## config.mk

```make
export PLATFORM = sky130hd
export DESIGN_NAME = mwp_prefix_unit
export DESIGN_NICKNAME = d
export VERILOG_FILES = /design/src/rtl/mwp_pkg.sv /design/src/rtl/mwp_rst_sync.sv /design/src/rtl/mwp_flags.sv /design/src/rtl/mwp_step_ctr.sv /design/src/rtl/mwp_lane.sv /design/src/rtl/mwp_prefix_unit.sv
export SDC_FILE = /design/constraint.sdc
export NUM_CORES = 1
export LEC_CHECK = 0
export ABC_AREA = 1
export BUFFER_PORTS_ARGS = -buffer_cell sky130_fd_sc_hd__buf_2
export CAP_MARGIN = 20
export CORE_MARGIN = 2
export CORE_UTILIZATION = 35
export CTS_CLUSTER_SIZE = 12
export DETAILED_ROUTE_END_ITERATION = 7
export GPL_ROUTABILITY_DRIVEN = 0
export GPL_TIMING_DRIVEN = 0
export HOLD_SLACK_MARGIN = 0.12
export PLACE_DENSITY = 0.68
export SLEW_MARGIN = 10
export SYNTH_ARGS = -nofsm -noshare
export SYNTH_HDL_FRONTEND = slang
export SYNTH_HIERARCHICAL = 1
export SYNTH_SLANG_ARGS = --single-unit
```

## constraint.sdc

```tcl
create_clock -name clk -period 1.5 [get_ports clk]
set_input_delay 0.225 -clock clk [delete_from_list [all_inputs] [get_ports clk]]
set_output_delay 0.225 -clock clk [all_outputs]
set_load 0.03 [all_outputs]
```

## src/rtl/mwp_pkg.sv

```systemverilog
package mwp_pkg;

  localparam int unsigned CNT_FLAGS = 4;
  localparam int unsigned MAX_RUN   = 8;
  localparam int unsigned RUN_W     = $clog2(MAX_RUN) + 1;
  localparam int unsigned POS_W     = $clog2(MAX_RUN);

  typedef enum logic [1:0] {
    XK_NONE = 2'b00,
    XK_MOV  = 2'b01,
    XK_MEM  = 2'b10,
    XK_RSVD = 2'b11
  } xfer_kind_e;

  // largest selected run wins
  function automatic logic [RUN_W-1:0] run_len(input logic [CNT_FLAGS-1:0] f);
    logic [RUN_W-1:0] r;
    if (f[3])      r = RUN_W'(8);
    else if (f[2]) r = RUN_W'(4);
    else if (f[1]) r = RUN_W'(3);
    else if (f[0]) r = RUN_W'(2);
    else           r = RUN_W'(1);
    return r;
  endfunction

  function automatic logic kind_usable(input xfer_kind_e k);
    return (k == XK_MOV) || (k == XK_MEM);
  endfunction

endpackage

```

## src/rtl/mwp_rst_sync.sv

```systemverilog
module mwp_rst_sync #(
  parameter int unsigned STAGES = 2
) (
  input  logic clk,
  input  logic rst_n,
  output logic rst_n_sync
);
  logic [STAGES-1:0] chain_q;
  logic [STAGES-1:0] chain_d;

  always_comb begin
    chain_d = {chain_q[STAGES-2:0], 1'b1};
  end

  always_ff @(posedge clk or negedge rst_n) begin
    if (!rst_n) chain_q <= '0;
    else        chain_q <= chain_d;
  end

  assign rst_n_sync = chain_q[STAGES-1];
endmodule

```

## src/rtl/mwp_flags.sv

```systemverilog
module mwp_flags
  import mwp_pkg::*;
(
  input  logic                 clk,
  input  logic                 rst_n,
  input  logic [CNT_FLAGS-1:0] cnt_set_i,
  input  logic                 byte_set_i,
  input  logic                 clr_i,
  output logic [CNT_FLAGS-1:0] cnt_flags_o,
  output logic                 byte_flag_o
);
  logic [CNT_FLAGS-1:0] cnt_q, cnt_d;
  logic                 byte_q, byte_d;
  logic                 upd_en;

  always_comb begin
    upd_en = clr_i || (|cnt_set_i) || byte_set_i;
    // set strobes override a same-cycle clear
    cnt_d  = (clr_i ? '0 : cnt_q) | cnt_set_i;
    byte_d = (clr_i ? 1'b0 : byte_q) | byte_set_i;
  end

  always_ff @(posedge clk or negedge rst_n) begin
    if (!rst_n) begin
      cnt_q  <= '0;
      byte_q <= 1'b0;
    end else if (upd_en) begin
      cnt_q  <= cnt_d;
      byte_q <= byte_d;
    end
  end

  assign cnt_flags_o = cnt_q;
  assign byte_flag_o = byte_q;


  set_survives_chk: assert property (@(posedge clk) disable iff (!rst_n)
    (clr_i && |cnt_set_i) |=> ((cnt_q & $past(cnt_set_i)) == $past(cnt_set_i)));
endmodule

```

## src/rtl/mwp_step_ctr.sv

```systemverilog
module mwp_step_ctr #(
  parameter int unsigned POS_W = 3
) (
  input  logic             clk,
  input  logic             rst_n,
  input  logic             adv_i,
  input  logic             clr_i,
  output logic [POS_W-1:0] pos_o
);
  logic [POS_W-1:0] pos_q, pos_d;
  logic             pos_en;

  always_comb begin
    pos_en = adv_i || clr_i;
    pos_d  = clr_i ? '0 : pos_q + POS_W'(1);
  end

  always_ff @(posedge clk or negedge rst_n) begin
    if (!rst_n)      pos_q <= '0;
    else if (pos_en) pos_q <= pos_d;
  end

  assign pos_o = pos_q;


  pos_adv_chk: assert property (@(posedge clk) disable iff (!rst_n)
    (adv_i && !clr_i) |=> (pos_q == $past(pos_q) + POS_W'(1)));

  pos_hold_chk: assert property (@(posedge clk) disable iff (!rst_n)
    (!adv_i && !clr_i) |=> $stable(pos_q));
endmodule

```

## src/rtl/mwp_lane.sv

```systemverilog
module mwp_lane #(
  parameter int unsigned DATA_W = 16,
  parameter int unsigned IDX_W  = 3,
  parameter int unsigned POS_W  = 3
) (
  input  logic [IDX_W-1:0]  base_i,
  input  logic [POS_W-1:0]  pos_i,
  input  logic              byte_i,
  input  logic              sel_i,
  input  logic [DATA_W-1:0] data_i,
  output logic [IDX_W-1:0]  idx_o,
  output logic [1:0]        step_o,
  output logic [DATA_W-1:0] data_o
);
  localparam int unsigned BYTE_W = DATA_W / 2;

  logic [BYTE_W-1:0] lane_b;

  always_comb begin
    idx_o  = base_i + IDX_W'(pos_i);
    step_o = byte_i ? 2'd1 : 2'd2;
    lane_b = sel_i ? data_i[DATA_W-1:BYTE_W] : data_i[BYTE_W-1:0];
    data_o = byte_i ? {{(DATA_W-BYTE_W){1'b0}}, lane_b} : data_i;
  end


  always_comb begin
    step_range_chk: assert ((step_o == 2'd1) || (step_o == 2'd2));
  end
endmodule

```

## src/rtl/mwp_prefix_unit.sv

```systemverilog
module mwp_prefix_unit
  import mwp_pkg::*;
#(
  parameter int unsigned DATA_W   = 16,
  parameter int unsigned NUM_REGS = 8
) (
  input  logic                        clk,
  input  logic                        rst_n,
  input  logic [3:0]                  cnt_set_i,
  input  logic                        byte_set_i,
  input  logic                        step_vld_i,
  input  logic                        step_ack_i,
  input  logic [1:0]                  xfer_kind_i,
  input  logic [$clog2(NUM_REGS)-1:0] dst_base_i,
  input  logic [DATA_W-1:0]           rd_data_i,
  input  logic                        byte_sel_i,
  output logic                        rpt_o,
  output logic [$clog2(NUM_REGS)-1:0] dst_idx_o,
  output logic                        byte_mode_o,
  output logic [1:0]                  addr_step_o,
  output logic [DATA_W-1:0]           wb_data_o
);
  localparam int unsigned IDX_W = $clog2(NUM_REGS);

  logic                 rst_n_s;
  logic [CNT_FLAGS-1:0] cnt_flags;
  logic                 byte_flag;
  logic [POS_W-1:0]     pos;
  logic [RUN_W-1:0]     run;
  xfer_kind_e           kind;
  logic                 usable, last, done_step, fin, clr, adv;

  mwp_rst_sync #(.STAGES(2)) u_rst (
    .clk(clk), .rst_n(rst_n), .rst_n_sync(rst_n_s)
  );

  mwp_flags u_flags (
    .clk(clk), .rst_n(rst_n_s),
    .cnt_set_i(cnt_set_i), .byte_set_i(byte_set_i), .clr_i(clr),
    .cnt_flags_o(cnt_flags), .byte_flag_o(byte_flag)
  );

  mwp_step_ctr #(.POS_W(POS_W)) u_ctr (
    .clk(clk), .rst_n(rst_n_s), .adv_i(adv), .clr_i(clr), .pos_o(pos)
  );

  always_comb begin
    kind        = xfer_kind_e'(xfer_kind_i);
    usable      = kind_usable(kind);
    run         = run_len(cnt_flags);
    last        = ({1'b0, pos} + RUN_W'(1)) == run;
    done_step   = step_vld_i && step_ack_i && usable;
    fin         = done_step && last;
    adv         = done_step && !last;
    clr         = fin || (step_vld_i && !usable);
    rpt_o       = step_vld_i && usable && !(step_ack_i && last);
    byte_mode_o = byte_flag && (kind == XK_MEM);
  end

  mwp_lane #(.DATA_W(DATA_W), .IDX_W(IDX_W), .POS_W(POS_W)) u_lane (
    .base_i(dst_base_i), .pos_i(pos), .byte_i(byte_mode_o),
    .sel_i(byte_sel_i), .data_i(rd_data_i),
    .idx_o(dst_idx_o), .step_o(addr_step_o), .data_o(wb_data_o)
  );


  rpt_needs_step_chk: assert property (@(posedge clk) disable iff (!rst_n_s)
    rpt_o |-> step_vld_i);

  mov_word_chk: assert property (@(posedge clk) disable iff (!rst_n_s)
    (kind == XK_MOV) |-> (addr_step_o == 2'd2 && wb_data_o == rd_data_i));

  none_clear_chk: assert property (@(posedge clk) disable iff (!rst_n_s)
    (step_vld_i && !usable && cnt_set_i == '0 && !byte_set_i)
      |=> (cnt_flags == '0 && !byte_flag && pos == '0));

  run_end_chk: assert property (@(posedge clk) disable iff (!rst_n_s)
    (step_vld_i && step_ack_i && usable && !rpt_o && cnt_set_i == '0 && !byte_set_i)
      |=> (cnt_flags == '0 && !byte_flag && pos == '0));
endmodule

```

* After elaboration in Yosys (flattened, before gate mapping)
Index checks and enable logic that the tools add are counted.
** Storage, ports and cells
- Output and inout bits :: 23
- Bits in registers :: 10
- Word-level logic and storage cells :: 40
** Operators by class
- Muxes and demuxes :: 10
- Eq/ne operators :: 3
- Reductions and logical operators :: 18
- Bitwise logic cells :: 2
- Add/subtract/negate cells :: 3
** Operator list (number)
- $mux 16 :: 1
- $logic_and 1x1->1 :: 9
- $mux 4 :: 2
- $mux 8 :: 1
- $mux 2 :: 3
- $mux 3 :: 2
- $logic_or 1x1->1 :: 5
- $add 3x1->4 const B :: 1
- $eq 4x4->1 :: 1
- $or 4x4->4 :: 1
- $reduce_or 4->1 :: 1
- $add 3x1->3 const B :: 1
- $add 3x3->3 :: 1
- $logic_not 1->1 :: 3
- $eq 2x1->1 const B :: 1
- $eq 2x2->1 const B :: 1
- $mux 1 :: 1
- $or 1x1->1 :: 1

* Depth between registers and ports, before layout
- Word-level depth :: 9
- Gate-level depth with buffers :: 11
- Gate-level depth less buffers :: 11

* By module
The synthesis kept the hierarchy.
** Modules (own cells, without submodules)
- mwp_lane :: cells each 48, area each 272.8 sq um, instances 1
- mwp_prefix_unit :: cells each 48, area each 222.7 sq um, instances 1
- mwp_flags :: cells each 21, area each 185.2 sq um, instances 1
- mwp_step_ctr :: cells each 17, area each 140.1 sq um, instances 1
- mwp_rst_sync :: cells each 3, area each 53.8 sq um, instances 1

* Least setup slack after synthesis
No wires, ideal clock.
- Path type :: reg2reg
- From :: reg u_ctr.pos_q[0], in the netlist u_ctr/pos_o[0]
- To :: reg u_ctr.pos_q[2], in the netlist u_ctr/pos_o[2]
- Buffers on the path :: 0
- Library setup time :: 0.119 ns
- Cell stages (with the launch flop) :: 9
- Arrival :: 1.497 ns
- Required time :: 1.381 ns
- Period minus slack after synthesis :: 1.616 ns
- Setup slack :: -0.116 ns
- Cell sequence :: dfrtp_1 ha_1 nand3b_1 nand2_1 nor2_2 a21oi_1 nand3_1 nand2_1 nor2_1
** On the way
- Word-level cells in the longest chain between the ends :: 5
- Elaborated cells between the ends (all ways) :: 9
** RTL lines
- from (decl) :: RTL line mwp_step_ctr.sv:10 : logic [POS_W-1:0] pos_q, pos_d;
- from (signal assigned) :: RTL line mwp_step_ctr.sv:20 : else if (pos_en) pos_q <= pos_d;
- $add 3x1->4 :: RTL line mwp_prefix_unit.sv:51 : last = ({1'b0, pos} + RUN_W'(1)) == run;
- $eq 4x4->1 :: RTL line mwp_prefix_unit.sv:51
- $logic_not 1->1 :: RTL line mwp_prefix_unit.sv:54 : adv = done_step && !last;
- $logic_and 1x1->1 :: RTL line mwp_prefix_unit.sv:54
- named net adv :: RTL line mwp_prefix_unit.sv:31 : logic usable, last, done_step, fin, clr, adv;
- $logic_or 1x1->1 :: RTL line mwp_step_ctr.sv:14 : pos_en = adv_i || clr_i;
The timed path passes the listed nets, and every way through them passes these cells.
A chain may end at the register's enable or synchronous reset.

* Worst setup path in the final report
- From :: reg u_ctr.pos_q[0], in the netlist u_ctr/pos_o[0]
- To :: out dst_idx_o[2]
** On the way
- Word-level cells in the longest chain between the ends :: 1
** RTL lines
- $add 3x3->3 :: RTL line mwp_lane.sv:20 : idx_o = base_i + IDX_W'(pos_i);
- to (decl) :: RTL line mwp_prefix_unit.sv:18 : output logic [$clog2(NUM_REGS)-1:0] dst_idx_o,
Every way passes these cells.

==> summary.txt <==
Top delay family on crit path = adder cells
Detailed Route WL = 2800 µm
cell count along the critical path = 6
Worst Path Arrival = 1.58 ns
Sw Share = 41.06%
DRC Markers = 0
sequential share of power = 27.2%
crit-path cells = ha_2 -> fa_2 -> inv_1 -> nand3_1 -> nand2_2 -> buf_6
IO Port Bufs = 53
max-capacitance violation count = 0
die area = 2915 µm²
antenna violations before repair = 0
Synth warnings = 6
Fin. Hold Viols = 0
setup violators final = 24
Max Slew Vio Count = 0
# rows = 18
clk_lat worst skew = 0.25 ns
Setup WS post-layout = -0.3020 ns
GRT overflow = 0
Avg WL per Cell = 11.86 µm
first-pass GRT wire length = 3401 µm
Total GRT Usage = 15.91%
# IOs = 54
ANT nets after route = 0
layout cell share with drive strength beyond 1 = 55.34%
Mapped Nets = 173
hold_ws = 0.1247 ns
Cell Pwr Density = 709.9 nW/µm²
sequential area share after synthesis = 28.61%
WP buf/inv = 2
total number of vias = 1,060
Longest Clk Path Bufs = 2
non-filler cells, final = 236
placed cells = 220
Place WS = -0.2070 ns
Vert. Die Dim = 53.99 µm
total CTS buffers = 3
root buf cell = clkbuf_4
Logic pwr share = 58.0%
largest net degree at the start of global routing = 10
CTS Sinks = 10
CP max stage delay = 0.45 ns
crit path max fanout = 4
clock share of power = 14.8%
CTS tree = done
leak pwr = 0.9064 nW
syn avg cell area = 6.384 µm²
vias in the first global route = 884
synthesized area = 874.6 µm²
Worst path slowest cell = dfrtp_2
fmax = 554.9 MHz
crit end category = output pin
DRT iter0 DRCs = 7
failing checks = setup timing
clk slew on worst S/H paths = 0.06 ns
synthesis-to-layout area growth = 94.13%
vias per cell = 4.492
post-synthesis cell count = 137
unrepaired setup endpoints after global routing = true
Initial Util = 35.96%
FF-to-FF path depth = 9
final net count = 243
Final min period = 1.802 ns
Antenna Cells = 0
number of distinct library cells after synthesis = 18
Sum Neg Setup Slack = -2.457 ns
Hold WC Path Type = flop to async pin
Int Pwr = 0.0007104 W
Setup CP Type = flop to output pin
DIE WIDTH = 53.99 µm
Core ar. = 2432 µm²
clk_skew = 0.005682 ns
peak ir drop on the vdd network = 0.0005589 V
CP required = 1.27 ns
H-tree depth = 1
drt pass-1 iters = 4
Seq cells post-synth = 10
CP Launch Type = flop
status = complete, but fails checks
final period utilization = 120.1%
detailed placement HPWL = 1675 µm
NetSw = 0.0004948 W
## metal layers
metal	up-vias	track usage (%)	part of all wire, %
li1	547	-	-
met1	486	14.29	34
met2	27	35.57	63
met3	0	1.944	3.5
met4	0	3.750	0
met5	-	0	0
## path summary, 6_finish.rpt
| check | from | slack [ns] | end |
|---|---|---|---|
| min in group clk | cnt_set_i[3] | 0.16 | u_flags/cnt_flags_o[3] |
| max in group asynchronous | u_rst/chain_q[1] | 1.12 | u_ctr/pos_o[0] |
| hold / removal | u_rst/chain_q[1] | 0.12 | u_ctr/pos_o[2] |
| hold reg to reg | u_rst/chain_q[1] | 0.12 | u_ctr/pos_o[2] |
| setup / recovery | u_ctr/pos_o[0] | -0.30 | dst_idx_o[2] |
| setup reg to reg | u_ctr/pos_o[0] | -0.12 | u_ctr/pos_o[2] |
## registers in the layout (all words and copies together) (netlist names)
name,cells
u_flags/byte_flag_o,1
u_ctr/pos_o,3
u_flags/cnt_flags_o,4
u_rst/chain_q,2
## cells in the final DEF, fill, tap and decap left out, types with 2 or more instances in the layout
cell	n
nor2_4	10
nand2_1	39
o21ai_4	8
nand2_4	2
clkbuf_4	3
nor2_1	7
nand3_2	3
nand3b_1	2
dfrtp_1	8
nand3_1	4
dfrtp_2	2
inv_1	24
buf_4	7
nand2_2	6
ha_1	2
buf_2	33
buf_6	23
inv_2	7
## cell families after synthesis
group | after synthesis | share of synthesized area (%)
DFF | 10 | 28.61
buffers and inverters | 34 | 16.74
AOI/OAI and AO/OA | 11 | 9.728
adders and majority gates | 5 | 8.012
and+or+nand+nor | 76 | 36.48
other | 1 | 0.4288
## repair_timing
action | CTS | global route
resized for setup | 48 | 40
endpoints found under the setup margin | 19 | 28
hold buffers | 1 | 0
cloned | 1 | 1
setup buffers | 9 | 1
pin swaps | 7 | 20
hold endpoints to repair | 2 | 0
## power by group through the flow
stage,Clock (W),Sequential [W],Combinational (W)
finish,0.000179,0.000327,0.000699
global route,0.000215,0.000331,0.000754
CTS,0.000191,0.000327,0.000613
detailed placement,0,0.000339,0.000458
global placement,0,0.000338,0.000445
floorplan,0,0.000329,0.000348
## cells in the mapped netlist
cell type / count / area (µm²)
buf_6: 2 / 22.52
ha_1: 4 / 50.05
nand3b_1: 2 / 15.01
nor2_1: 15 / 56.30
nor2_2: 3 / 18.77
inv_2: 1 / 3.750
buf_4: 1 / 7.510
o21ai_1: 1 / 5.000
nand2_4: 1 / 11.26
nand2_1: 47 / 176.4
o21ai_2: 8 / 70.07
fa_1: 1 / 20.02
a21oi_1: 2 / 10.01
inv_1: 30 / 112.6
nand4_1: 1 / 6.260
dfrtp_1: 10 / 250.2
nand3_1: 7 / 35.03
conb_1: 1 / 3.750
## cell type report
| type | count | area [µm²] |
|---|---|---|
| Tap cell | 30 | 37.54 |
| Multi-Input combinational cell | 93 | 690.7 |
| Fill cell | 186 | 734.5 |
| Buffer | 3 | 38.79 |
| Sequential cell | 10 | 252.7 |
| Inverter | 31 | 116.4 |
| Clock buffer | 4 | 26.28 |
| Timing Repair Buffer | 65 | 535.5 |
## through the flow
stage	util, %	power, W	instance area, µm²
floorplan	-	0.0006768	944.7
global placement	51.29	0.0007833	1247
detailed placement	51.29	0.0007965	1247
CTS	62.86	0.001131	1529
global route	69.80	0.001300	1698
finish	69.80	0.001205	1698
Power figures use the tool's default switching activity.
